$ cat src/rtl/rgen_pkg.sv
package rgen_pkg;
  localparam int DATA_W = 64;

  // request header fields
  localparam int TID_HI  = 63;
  localparam int TID_LO  = 56;
  localparam int FT_HI   = 55;
  localparam int FT_LO   = 52;
  localparam int TT_HI   = 51;
  localparam int TT_LO   = 48;
  localparam int PRI_HI  = 46;
  localparam int PRI_LO  = 45;
  localparam int SZ_HI   = 35;
  localparam int SZ_LO   = 32;

  localparam logic [3:0] FT_WRITE    = 4'h5;
  localparam logic [3:0] TT_WRITE_R  = 4'h5;
  localparam logic [3:0] FT_READ     = 4'h2;
  localparam logic [3:0] TT_READ     = 4'h4;
  localparam logic [3:0] FT_RESP     = 4'hD;
  localparam logic [3:0] TT_NODATA   = 4'h0;
  localparam logic [3:0] TT_WITHDATA = 4'h8;
  localparam logic [3:0] ST_DONE     = 4'h0;
  localparam logic [1:0] PRI_MAX     = 2'd3;

  typedef struct packed {
    logic [7:0] tid;
    logic       is_read;
    logic [1:0] prio;
    logic [3:0] last_idx;
  } resp_desc_t;

  localparam int DESC_W = $bits(resp_desc_t);
endpackage

$ cat src/rtl/rgen_rst_sync.sv
module rgen_rst_sync (
  input  logic clk,
  input  logic rst_n,
  output logic rst_sync_n
);
  logic [1:0] sync_q;

  always_ff @(posedge clk or negedge rst_n) begin
    if (!rst_n) sync_q <= 2'b00;
    else        sync_q <= {sync_q[0], 1'b1};
  end

  assign rst_sync_n = sync_q[1];
endmodule

$ cat src/rtl/rgen_intake.sv
module rgen_intake
  import rgen_pkg::*;
(
  input  logic              clk,
  input  logic              rst_n,
  input  logic              req_valid,
  output logic              req_ready,
  input  logic [DATA_W-1:0] req_data,
  input  logic              req_last,
  input  logic              fifo_full,
  output logic              push,
  output resp_desc_t        push_desc
);
  logic       at_hdr_q, at_hdr_d;
  logic       accept;
  logic [3:0] ft, tt;
  logic       is_wr_r, is_rd;
  logic [1:0] pri_in;
  logic       unused_bits;

  assign unused_bits = ^{req_data[47], req_data[44:36], req_data[31:0]};

  always_comb begin
    req_ready = !fifo_full;
    accept    = req_valid && req_ready;
    ft        = req_data[FT_HI:FT_LO];
    tt        = req_data[TT_HI:TT_LO];
    pri_in    = req_data[PRI_HI:PRI_LO];
    is_wr_r   = (ft == FT_WRITE) && (tt == TT_WRITE_R);
    is_rd     = (ft == FT_READ) && (tt == TT_READ);
    push      = accept && at_hdr_q && (is_wr_r || is_rd);

    push_desc.tid      = req_data[TID_HI:TID_LO];
    push_desc.is_read  = is_rd;
    push_desc.prio     = (pri_in == PRI_MAX) ? PRI_MAX : pri_in + 2'd1;
    push_desc.last_idx = is_rd ? req_data[SZ_HI:SZ_LO] : 4'd0;

    at_hdr_d = at_hdr_q;
    if (accept) at_hdr_d = req_last;
  end

  always_ff @(posedge clk or negedge rst_n) begin
    if (!rst_n) at_hdr_q <= 1'b1;
    else        at_hdr_q <= at_hdr_d;
  end
endmodule

$ cat src/rtl/rgen_fifo.sv
module rgen_fifo #(
  parameter int WIDTH = 15,
  parameter int DEPTH = 4
) (
  input  logic             clk,
  input  logic             rst_n,
  input  logic             push,
  input  logic [WIDTH-1:0] push_data,
  input  logic             pop,
  output logic [WIDTH-1:0] head,
  output logic             full,
  output logic             empty
);
  localparam int AW = (DEPTH > 1) ? $clog2(DEPTH) : 1;
  localparam int CW = AW + 1;
  localparam logic [CW-1:0] DEPTH_C = CW'(DEPTH);
  localparam logic [AW-1:0] LAST_PTR = AW'(DEPTH - 1);

  logic [WIDTH-1:0] mem [DEPTH];
  logic [AW-1:0]    wr_q, wr_d, rd_q, rd_d;
  logic [CW-1:0]    cnt_q, cnt_d;

  always_comb begin
    wr_d  = wr_q;
    rd_d  = rd_q;
    cnt_d = cnt_q;
    if (push) wr_d = (wr_q == LAST_PTR) ? '0 : wr_q + AW'(1);
    if (pop)  rd_d = (rd_q == LAST_PTR) ? '0 : rd_q + AW'(1);
    if (push && !pop)      cnt_d = cnt_q + CW'(1);
    else if (pop && !push) cnt_d = cnt_q - CW'(1);
  end

  always_ff @(posedge clk or negedge rst_n) begin
    if (!rst_n) begin
      wr_q  <= '0;
      rd_q  <= '0;
      cnt_q <= '0;
    end else begin
      wr_q  <= wr_d;
      rd_q  <= rd_d;
      cnt_q <= cnt_d;
    end
  end

  always_ff @(posedge clk) begin
    if (push) mem[wr_q] <= push_data;
  end

  assign head  = mem[rd_q];
  assign full  = (cnt_q == DEPTH_C);
  assign empty = (cnt_q == '0);
endmodule

$ cat src/rtl/rgen_emit.sv
module rgen_emit
  import rgen_pkg::*;
(
  input  logic              clk,
  input  logic              rst_n,
  input  resp_desc_t        head,
  input  logic              empty,
  output logic              pop,
  output logic              rsp_valid,
  input  logic              rsp_ready,
  output logic [DATA_W-1:0] rsp_data,
  output logic              rsp_last
);
  localparam int LANES = DATA_W / 8;

  logic              in_data_q, in_data_d;
  logic [3:0]        beat_q, beat_d;
  logic [DATA_W-1:0] hdr_word, pat_word;

  assign hdr_word = {head.tid, FT_RESP,
                     head.is_read ? TT_WITHDATA : TT_NODATA,
                     1'b0, head.prio, 1'b0, ST_DONE, 40'h0};

  for (genvar b = 0; b < LANES; b++) begin : g_lane
    assign pat_word[8*b +: 8] = {1'b0, beat_q, 3'(b)};
  end

  always_comb begin
    in_data_d = in_data_q;
    beat_d    = beat_q;
    pop       = 1'b0;
    if (!in_data_q) begin
      rsp_valid = !empty;
      rsp_data  = hdr_word;
      rsp_last  = !head.is_read;
      if (rsp_valid && rsp_ready) begin
        if (head.is_read) begin
          in_data_d = 1'b1;
          beat_d    = 4'd0;
        end else begin
          pop = 1'b1;
        end
      end
    end else begin
      rsp_valid = 1'b1;
      rsp_data  = pat_word;
      rsp_last  = (beat_q == head.last_idx);
      if (rsp_ready) begin
        if (rsp_last) begin
          pop       = 1'b1;
          in_data_d = 1'b0;
        end else begin
          beat_d = beat_q + 4'd1;
        end
      end
    end
  end

  always_ff @(posedge clk or negedge rst_n) begin
    if (!rst_n) begin
      in_data_q <= 1'b0;
      beat_q    <= '0;
    end else begin
      in_data_q <= in_data_d;
      beat_q    <= beat_d;
    end
  end
endmodule

$ cat src/rtl/io_target_responder.sv
module io_target_responder
  import rgen_pkg::*;
#(
  parameter int FIFO_DEPTH = 4
) (
  input  logic              clk,
  input  logic              rst_n,
  input  logic              req_valid,
  output logic              req_ready,
  input  logic [DATA_W-1:0] req_data,
  input  logic              req_last,
  output logic              rsp_valid,
  input  logic              rsp_ready,
  output logic [DATA_W-1:0] rsp_data,
  output logic              rsp_last
);
  logic       rst_sync_n;
  logic       push, pop, full, empty;
  resp_desc_t push_desc, head_desc;
  logic [DESC_W-1:0] head_bits;

  rgen_rst_sync u_rst (
    .clk        (clk),
    .rst_n      (rst_n),
    .rst_sync_n (rst_sync_n)
  );

  rgen_intake u_intake (
    .clk       (clk),
    .rst_n     (rst_sync_n),
    .req_valid (req_valid),
    .req_ready (req_ready),
    .req_data  (req_data),
    .req_last  (req_last),
    .fifo_full (full),
    .push      (push),
    .push_desc (push_desc)
  );

  rgen_fifo #(.WIDTH(DESC_W), .DEPTH(FIFO_DEPTH)) u_fifo (
    .clk       (clk),
    .rst_n     (rst_sync_n),
    .push      (push),
    .push_data (push_desc),
    .pop       (pop),
    .head      (head_bits),
    .full      (full),
    .empty     (empty)
  );

  assign head_desc = resp_desc_t'(head_bits);

  rgen_emit u_emit (
    .clk       (clk),
    .rst_n     (rst_sync_n),
    .head      (head_desc),
    .empty     (empty),
    .pop       (pop),
    .rsp_valid (rsp_valid),
    .rsp_ready (rsp_ready),
    .rsp_data  (rsp_data),
    .rsp_last  (rsp_last)
  );
endmodule

$ cat config.mk
export PLATFORM = sky130hd
export DESIGN_NAME = io_target_responder
export DESIGN_NICKNAME = d
export VERILOG_FILES = /design/src/rtl/rgen_pkg.sv /design/src/rtl/rgen_rst_sync.sv /design/src/rtl/rgen_intake.sv /design/src/rtl/rgen_fifo.sv /design/src/rtl/rgen_emit.sv /design/src/rtl/io_target_responder.sv
export SDC_FILE = /design/constraint.sdc
export NUM_CORES = 1
export LEC_CHECK = 0
export ABC_AREA = 1
export BUFFER_PORTS_ARGS = -buffer_cell sky130_fd_sc_hd__clkbuf_2
export CAP_MARGIN = 0
export CORE_ASPECT_RATIO = 1.5
export CORE_MARGIN = 10
export CORE_UTILIZATION = 50
export CTS_CLUSTER_DIAMETER = 150
export CTS_CLUSTER_SIZE = 12
export DETAILED_ROUTE_END_ITERATION = 7
export GPL_TIMING_DRIVEN = 0
export PLACE_DENSITY = 0.76
export SYNTH_ARGS = -nofsm -noshare
export SYNTH_HDL_FRONTEND = slang
export SYNTH_HIERARCHICAL = 1
export SYNTH_SLANG_ARGS = --single-unit
$ cat constraint.sdc
create_clock -name clk -period 4.5 [get_ports clk]
set_input_delay 0.45 -clock clk [delete_from_list [all_inputs] [get_ports clk]]
set_output_delay 0.45 -clock clk [all_outputs]
set_load 0.1 [all_outputs]
# Yosys cells after proc, flatten, opt, wreduce, memory -nomap -nowiden
# Memory sizes are Yosys's and may differ from the RTL's.
# Index checks and enable logic that the tools add are counted.
# totals
mem_count	1
out_inout_bits	67
mem_bits_rw	60
input_bits	69
wordCells	71
regBits	15
# op_classes
n_mux	27
n_addsub	6
n_eq_ne	11
reduce_logical	19
# mem_list
name	depth	width	read_ports	rd_ports_with_merged_regs	write_ports	line_no	rtl
u_fifo.mem	4	15	1	0	1	rgen_fifo.sv:19	logic [WIDTH-1:0] mem [DEPTH];
# ops
operator	count
2-to-1 mux 64 bit	1
2-to-1 mux 4 bit	7
2-to-1 mux 1 bit	14
equality test 4 x 3 -> 1 bit, second input constant	3
logical AND 1 bit	8
adder 2 x 1 -> 2 bit, second input constant	3
equality test 2 bit, second input constant	3
2-to-1 mux 2 bit	3
2-to-1 mux 3 bit	2
nonzero test 2 bit	3
logical NOT 1 bit	5
adder 4 x 1 -> 4 bit, second input constant	1
equality test 4 x 2 -> 1 bit, second input constant	1
equality test 4 bit	1
!= test 2 bit, second input constant	2
AND reduction 4 bit	1
adder 3 x 1 -> 3 bit, second input constant	1
equality test 3 bit, second input constant	1
logical NOT 3 bit	1
subtractor 3 x 1 -> 3 bit, second input constant	1
logical OR 1 bit	1

# Logic depth before layout (Yosys ltp)
# Gate-level depths: netlist of run 1.
# logic_depth
depth_word	9
mapped_depth	20
mapped_depth_nobuf	19

# Hierarchy
# Netlist of run 1, hierarchy kept.
# by_module_without_submodules
mod	seq_area_each_um2	cells_per_inst	area_per_inst_um2	instances
rgen_fifo	1976.9	227	2884.0	1
rgen_emit	125.1	140	878.3	1
rgen_intake	26.3	48	251.5	1
rgen_rst_sync	50.0	3	53.8	1

# Least setup slack after synthesis of run 1
# No wires, ideal clock.
# synth_path
kind	register -> output
start	reg u_emit.in_data_q
end	out rsp_valid
stages_incl_launch_ff	4
setup_slack_ns	1.446
arrival_ns	2.604
required_time_ns	4.050
cell_sequence	dfrtp_1 inv_2 clkbuf_1 nand2_1
# synth_via
elab_chain_len	1
# synth_rtl
item	line_no	rtl
start, declared	rgen_emit.sv:16	logic in_data_q, in_data_d;
start signal, assigned	rgen_emit.sv:64	in_data_q <= in_data_d;
2-to-1 mux 1 bit	rgen_emit.sv:32	if (!in_data_q) begin
end, declared	io_target_responder.sv:12	output logic rsp_valid,
# Every way passes these cells.

# Final worst setup path of run 1
# layout_path
start	reg u_fifo.rd_q[1]
end	out rsp_last
# layout_via
elab_chain_len	3
elab_cells_between_ends	4
# layout_rtl
item	line_no	rtl
start, declared	rgen_fifo.sv:20	logic [AW-1:0] wr_q, wr_d, rd_q, rd_d;
start signal, assigned	rgen_fifo.sv:40	rd_q <= rd_d;
memory read (4 x 15 bit)	--	
net head_bits[0]	io_target_responder.sv:20	logic [DESC_W-1:0] head_bits;
equality test 4 bit	rgen_emit.sv:47	rsp_last = (beat_q == head.last_idx);
2-to-1 mux 1 bit	rgen_emit.sv:32	
end, declared	io_target_responder.sv:15	output logic rsp_last
# The timed path passes the listed nets, and every way through them passes these cells.

==> summary by stage, run 1 <==
Critical path
The cell type of the slowest stage on the worst timing path is sky130_fd_sc_hd__clkbuf_2. Along the worst path, the maximum fanout reaches 10. The worst setup path is captured at an output pin. For the worst setup path, the data arrival time is approximately 2400 ps. Setup slack on the worst reg-to-reg path comes out at about 1800 ps.

Walking the worst path, the cells encountered are buf_6 -> inv_6 -> buf_6 -> o211ai_1 -> nand2_1 -> inv_1 -> nand2_1 -> nand2_1 -> nor2_4 -> nand3_4 -> o21ai_1 -> clkbuf_2. The worst setup path is launched from a register. Among the stages of the critical path, the cell type that occurs most often is sky130_fd_sc_hd__nand2_1.

The cell depth of the worst flop-to-flop path is 17. The endpoint identified for the worst register-to-register timing path is u_fifo/cnt_q[1]. The start-to-end type of the worst setup path is reg -> out. The data required time of the worst path is between 4000 and 5000 ps. The timing endpoint of the critical path is rsp_last. In this design, the stage delay of the slowest critical-path cell is approximately 480 ps. The critical path launch point is u_fifo/rd_q[1]. The startpoint identified for the worst register-to-register timing path is u_fifo/rd_q[1].

Floorplan
For this configuration, the core starts out at a cell density of about half. Measured along the y axis, the die boundary spans roughly 130 um. The I/O pin count is roughly 140. Row generation in the floorplan step produced 40 rows. The area of the core is just under 8000 sq um. In this run the horizontal extent of the chip is 93.6 um.

The die area is about 12000 sq um.

Yosys
A synthesized cell averages between 9 and 10 sq um. Ranked by total cell area, the synthesized netlist is headed by sky130_fd_sc_hd__edfxtp_1, sky130_fd_sc_hd__buf_4, sky130_fd_sc_hd__nand2_1. The biggest area consumer among synthesized cells is sky130_fd_sc_hd__edfxtp_1. The distinct cell type count after synthesis is 32. The number of flip-flops and latches in the synthesized netlist is 75. The area of the mapped netlist is between 4000 and 5000 sq um. Among all flip-flop cells after synthesis, the most frequent one is sky130_fd_sc_hd__edfxtp_1. Counting flops with an async set or reset pin after synthesis yields a share of between 20% and 30%.

Of the synthesized area, sequential elements account for 53.6%. The Yosys warning count is 6. In the synthesized netlist, the number of instances is between 400 and 500. In this run the biggest area consumer among cell types represents approximately 44% of the synthesized area.

The count of flip-flops with a built-in enable after synthesis is 60.

Global routing
Global routing finished with a remaining overflow of 0. The first global-routing pass estimated approximately 14000 um of wire. The total global routing track utilization is approximately 15%.

The pin count of the biggest net entering global routing is 16. The via count of the first global-routing pass is 2942. The initial antenna violation count is 0.

Timing
Setup violations remaining at the end of the flow were counted as 0. Setup repair after global routing left no endpoint under its margin. Subtracting the final worst setup slack from the clock period gives 2870 ps. For the pin with the worst max-slew slack, the measured transition is slightly above 700 ps. Timing would allow up to between 300 and 400 MHz. The hold violation count in the final report came to 0.

For the final database, setup skew stands at 7.92 ps. The number of pins exceeding their max-slew limit in the final report came to 0. In the finished design, the share of the clock period the worst path needs comes to between 60% and 70%.

In the final timing run, aggregate negative setup slack is 0 ps. Headroom to the max-slew limit came out at 51.5%.

Route
The number of nets with antenna violations after detailed routing is 0. Dividing the detail-routed via count by the number of cells gives roughly 4.6. The via total after detailed routing is 2890. After detailed routing, the total wire length is 8930 um.

After detailed routing, the average wire length per cell comes to 14.3 um. The length of the first detailed-routing pass in iterations is 4. In this run, the number of DRC markers left after iteration 0 of detailed routing was 126. In the routed design, unresolved DRC markers number 0.

Cells and area
In the layout the commonest cells are sky130_fd_sc_hd__nand2_1, sky130_fd_sc_hd__inv_1, sky130_fd_sc_hd__clkbuf_2. The post-route netlist has about a third of its cells at a drive strength greater than 1. Relative to the synthesized area, the layout overhead comes to 21.1%. The post-layout utilization of the core is between 60% and 70%. The number of inserted filler cells in the final layout is approximately 660. The library cell used most frequently in the layout, excluding fill and tap cells, is sky130_fd_sc_hd__nand2_1. The net count of the finished layout is between 500 and 600. 0 antenna diodes ended up in the layout.

Clock network
The cell at the root of the clock tree is sky130_fd_sc_hd__clkbuf_16. The H-tree generated during clock tree synthesis spans 3 levels. The clock sink total is 75. For the worst-skew pair, the clock arrives at the later sink with an insertion delay of about 340 ps.

The number of buffers created by CTS is 9. The number of buffers inserted to repair setup after CTS is 0. The maximum buffer depth of the clock tree is 2. The clock tree from TritonCTS is done. After clock tree synthesis, the clock-pin slew on the worst setup and hold paths is ~60 ps. The number of gates resized after CTS was 0.

Status
The flow ran to the end, and the final reports show no timing, DRC or antenna violations.

Place
The sum of net half-perimeters after detailed placement is between 6000 and 7000 um. The last weighted congestion value of the routability-driven placer is ~0.86. The number of input and output port buffers inserted is 67.

Job
The total of max-cap violations is 0.

Min path
In this run the worst hold path is classified as reg -> async.
kinds of logic (layout without fill, tap and decap cells):
group	after synthesis	count (layout)	share of synthesized area, %
simple gates	150	150	15.4
buf+inv	140	224	19.7
flops	75	75	53.6
compound gates	41	41	8.09
fa+ha+maj	8	8	2.65
other cells	2	19	0.185
xor+xnor	2	2	0.431
final cells by class:
cell class                      instances  area [sq um]  area share (%)
Buffer                                 66           518            10.5
Timing Repair Buffer                   68           345            7.01
Clock inverter                          5          86.3            1.75
Clock buffer                           11           233            4.72
Multi-Input combinational cell        220          1150            23.4
Sequential cell                        75          2180            44.2
Inverter                               74           283            5.74
Tap cell                              105           131            2.67
metal layers:
metal  track usage [%]  wire [um]  vias to the layer above
li1                  -          -                     1450
met1              15.5       3480                     1335
met2              26.2       4580                       97
met3              5.60        737                        8
met4              5.74        136                        0
met5                 0          0                        -
worst max-delay path: cells and delay by family (launching register included):
kind | cells | cell delay [ps]
compound gates | 2 | 210
buf+inv | 5 | 950
flops | 1 | 410
simple gates | 5 | 510
registers in the layout, summed over array words and instances (netlist names):
register           count
u_fifo/mem            60
u_emit/beat_q          4
u_fifo/cnt_q           3
u_fifo/rd_q            2
u_fifo/wr_q            2
u_rst/sync_q           2
u_emit/in_data_q       1
u_intake/at_hdr_q      1
stage by stage:
| stage | worst slack (ps) | cell area, sq um | instances | hold slack [ps] |
|---|---|---|---|---|
| 2_1_floorplan | 1450 | 4130 | 435 | 154 |
| 4_1_cts | 1630 | 4930 | 624 | 250 |
| 3_3_place_gp | 1950 | 4600 | 607 | 237 |
| 3_5_place_dp | 1860 | 4600 | 607 | 240 |
| 6_report | 1630 | 4930 | 624 | 236 |
| 5_1_grt | 1440 | 4930 | 624 | 282 |
Yosys cell counts, types with 3 or more instances:
library cell               instances
sky130_fd_sc_hd__a21oi_1           3
sky130_fd_sc_hd__buf_4            56
sky130_fd_sc_hd__buf_6             8
sky130_fd_sc_hd__dfrtp_1          14
sky130_fd_sc_hd__edfxtp_1         60
sky130_fd_sc_hd__ha_1              7
sky130_fd_sc_hd__inv_1            71
sky130_fd_sc_hd__nand2_1         110
sky130_fd_sc_hd__nand3_1           8
sky130_fd_sc_hd__nor2_1           18
sky130_fd_sc_hd__o211ai_1         22
sky130_fd_sc_hd__o211ai_2          8
sky130_fd_sc_hd__o21ai_1           3
sky130_fd_sc_hd__or2_2             4
worst min-delay path by stage:
stage,endpoint,slack (ps),start,cells past startpoint
after floorplan,u_rst/sync_q[0],150,rst_n,0
after global placement,u_rst/sync_q[1],240,rst_n,1
after detailed placement,u_rst/sync_q[1],240,rst_n,1
after CTS,u_emit/beat_q[2],250,u_rst/sync_q[1],0
after global routing,u_emit/beat_q[1],280,u_rst/sync_q[1],0
final,u_fifo/cnt_q[0],240,u_rst/sync_q[1],0
repair_timing:
action	in CTS	in global routing
hold endpoints to repair	2	0
endpoints found under the setup margin	0	0
hold buffers	1	0
Power of run 1 is not shown: default switching activity piles up to over one toggle a cycle in this logic, so the estimate is an artifact.
==> inputs of run 2 (changes only) <==
==> constraint.sdc (replaced) <==
create_clock -name clk -period 2.9 [get_ports clk]
set_input_delay 0.29 -clock clk [delete_from_list [all_inputs] [get_ports clk]]
set_output_delay 0.29 -clock clk [all_outputs]
set_load 0.1 [all_outputs]
==> run 2 against run 1 <==
Against the previous run: critical path depth stayed put; worst hold slack worse by 99 ps; non-clock buffer count stayed put; global-route usage stayed put; critical path type unchanged.
==> summary by stage, run 2 (synthesis gave the netlist of run 1 again) <==
Route
The via-per-instance ratio is 4.63 (about the same). The average wire length per cell after detail routing came to 14.3 um (about the same). The via total after detailed routing was 2889 (-0.035%). The length of the first detailed-routing pass in iterations is 4 (unchanged). The remaining routing DRC violations was 0 (unchanged). The routed wire length was 8920 um (about the same). The starting DRC count in detailed routing is 126 (unchanged).

The number of nets with antenna violations after detailed routing is 0 (unchanged).

Global routing
The initial antenna violation count is 0 (unchanged). The total global routing overflow is 0 (unchanged). The via count of the first global-routing pass is 2942 (unchanged). The pin count of the biggest net entering global routing is 16 (unchanged). The total global routing track utilization is 14.8% (unchanged). The global-route wire length before repair was 14100 um (unchanged).

Clock network
The CTS H-tree depth came to 3 (unchanged). The number of buffers inserted to repair setup after CTS was 0 (unchanged). The later-pin clock latency in the skew report is 340 ps (about the same).

CTS placed an instance of sky130_fd_sc_hd__clkbuf_16 at the clock tree root. The clock-pin slew on the worst setup and hold paths is 60 ps (about the same). The clock sink total is 75 (unchanged).

The number of buffers created by CTS is 9 (unchanged). The clock tree from TritonCTS is done. The maximum buffer depth of the clock tree is 2 (unchanged).

Floorplan
The die extent in y is 130 um (unchanged). The starting utilization of the core area came to 51.1% (unchanged). The number of standard-cell rows in the floorplan is 40 (unchanged). The I/O pin count is 136 (unchanged). The die area is 12200 sq um (unchanged). The floorplan die width is 93.6 um (unchanged). The area of the core is 7960 sq um (unchanged).

Timing
The hold violation count in the final report came to 0 (unchanged). The relative slew slack is 51.5% (unchanged). The worst clock skew on the final layout is 7.92 ps (unchanged). The worst-margin pin slew is 726 ps (unchanged).

The final sum of negative setup slack was 0 ps (unchanged). In the finished design, the share of the clock period the worst path needs comes to roughly nine tenths. The number of failing setup endpoints in the final timing report was 0 (unchanged).

The number of pins exceeding their max-slew limit in the final report is 0 (unchanged). The final setup slack of the worst path was 235 ps (-1400 ps). The highest clock frequency the design can meet is ~380 MHz.

The worst hold slack is 137 ps (-99.1 ps). Setup repair after global routing left no endpoint under its margin. The post-layout minimum cycle time is 2660 ps.

Cells and area
The number of inserted filler cells in the final layout came to 658 (-0.15%). In the layout the commonest cells are sky130_fd_sc_hd__nand2_1, sky130_fd_sc_hd__inv_1, sky130_fd_sc_hd__clkbuf_2. The proportion of layout cells with a drive suffix above 1 came to 32.8% (+0.19 points). The flip-flop count of the largest register, all copies and words added is 60 (unchanged). The total number of nets in the final design came to 591 (unchanged).

The diode insertion count for antenna repair was 0 (unchanged). The growth of design area from synthesis to finish is 21.2% (about the same). The library cell used most frequently in the layout, excluding fill and tap cells, is sky130_fd_sc_hd__nand2_1.

The largest registers in the layout are u_fifo/mem x60, u_emit/beat_q x4, u_fifo/cnt_q x3. The largest register by flop count is u_fifo/mem.

Critical path
The startpoint of the lowest-slack register-to-register path is u_fifo/rd_q[1]. The data required time of the worst path is 2610 ps (-1440 ps). The type of origin of the critical path is a register.

The worst-case register-to-register setup slack is 260 ps (-1560 ps). The critical path data arrival time was 2370 ps (-50 ps). The timing endpoint of the critical path is rsp_last. The cell depth of the worst flop-to-flop path is 17 (unchanged). The maximum fanout along the worst path is 10 (unchanged).

The critical path starts at u_fifo/rd_q[1]. STA classifies the critical path endpoint as an output pin. The worst setup path is of the reg -> out kind.

In this run the critical register-to-register path is captured at u_fifo/cnt_q[1].

Min path
In this run the most critical hold path is launched from req_valid. The min-delay analysis places its worst path in the category in -> reg.

Place
The number of input and output port buffers inserted came to 67 (unchanged). The post-placement setup slack was 256 ps (-1600 ps). The sum of net half-perimeters after detailed placement was 6670 um (unchanged). The last weighted congestion value of the routability-driven placer is 0.862 (unchanged).

Job
The total of max-cap violations is 0 (unchanged).

Status
The flow ran to the end, and the final reports show no timing, DRC or antenna violations.
## run 2: changes by cell type in the layout (fill, tap and decap cells not counted)
cell                       before  now
sky130_fd_sc_hd__buf_2          0    1
sky130_fd_sc_hd__clkbuf_2      67   66
sky130_fd_sc_hd__nand2_1      110  109
sky130_fd_sc_hd__nand2_2        2    3
## run 2: timing repair
item | in CTS | in global routing
hold endpoints to repair | 2 | 0
setup endpoints to repair | 0 | 2
gates resized for setup | 0 | 2
hold buffers | 1 | 0
## run 2: final cells by class
type                            instances  area, sq um  share of cell area (%)
Sequential cell                        75         2180                    44.2
Inverter                               74          283                    5.74
Multi-Input combinational cell        220         1150                    23.4
Clock inverter                          5         86.3                    1.75
Clock buffer                           11          233                    4.72
Tap cell                              105          131                    2.66
Buffer                                 66          518                    10.5
Timing Repair Buffer                   68          345                    7.01
## run 2: routing by layer
layer	part of all wire (%)	GRT usage (%)	vias to the layer above
met1	39	15.5	1334
met2	51	26.2	97
li1	-	-	1450
met5	0	0	-
met3	8.3	5.60	8
met4	1.5	5.74	0
## run 2: worst min-delay path by stage
| stage | cells past startpoint | slack (ps) | endpoint |
|---|---|---|---|
| 2_1_floorplan | 0 | -6 | u_rst/sync_q[0] |
| 3_5_place_dp | 1 | 80 | u_rst/sync_q[1] |
| 6_report | 2 | 140 | u_intake/at_hdr_q |
| 3_3_place_gp | 1 | 80 | u_rst/sync_q[1] |
| 4_1_cts | 2 | 140 | u_intake/at_hdr_q |
| 5_1_grt | 1 | 140 | u_fifo/mem[2][13] |
## run 2: through the flow
stage                     area [sq um]  util, %  cells
after global placement            4600     57.8    607
after global routing              4930     61.9    624
final                             4930     61.9    624
after detailed placement          4600     57.8    607
after CTS                         4930     61.9    624
after floorplan                   4130        -    435
## run 2: critical path, stage by stage (launching register included)
cell,delay [ps]
sky130_fd_sc_hd__dfrtp_1,410
sky130_fd_sc_hd__buf_6,160
sky130_fd_sc_hd__inv_6,90
sky130_fd_sc_hd__buf_6,160
sky130_fd_sc_hd__o211ai_1,100
sky130_fd_sc_hd__nand2_1,120
sky130_fd_sc_hd__inv_1,60
sky130_fd_sc_hd__nand2_1,60
sky130_fd_sc_hd__nand2_1,90
sky130_fd_sc_hd__nor2_4,120
sky130_fd_sc_hd__nand3_4,120
sky130_fd_sc_hd__o21ai_1,100
sky130_fd_sc_hd__buf_2,450
Power of run 2 is left out for the same reason.
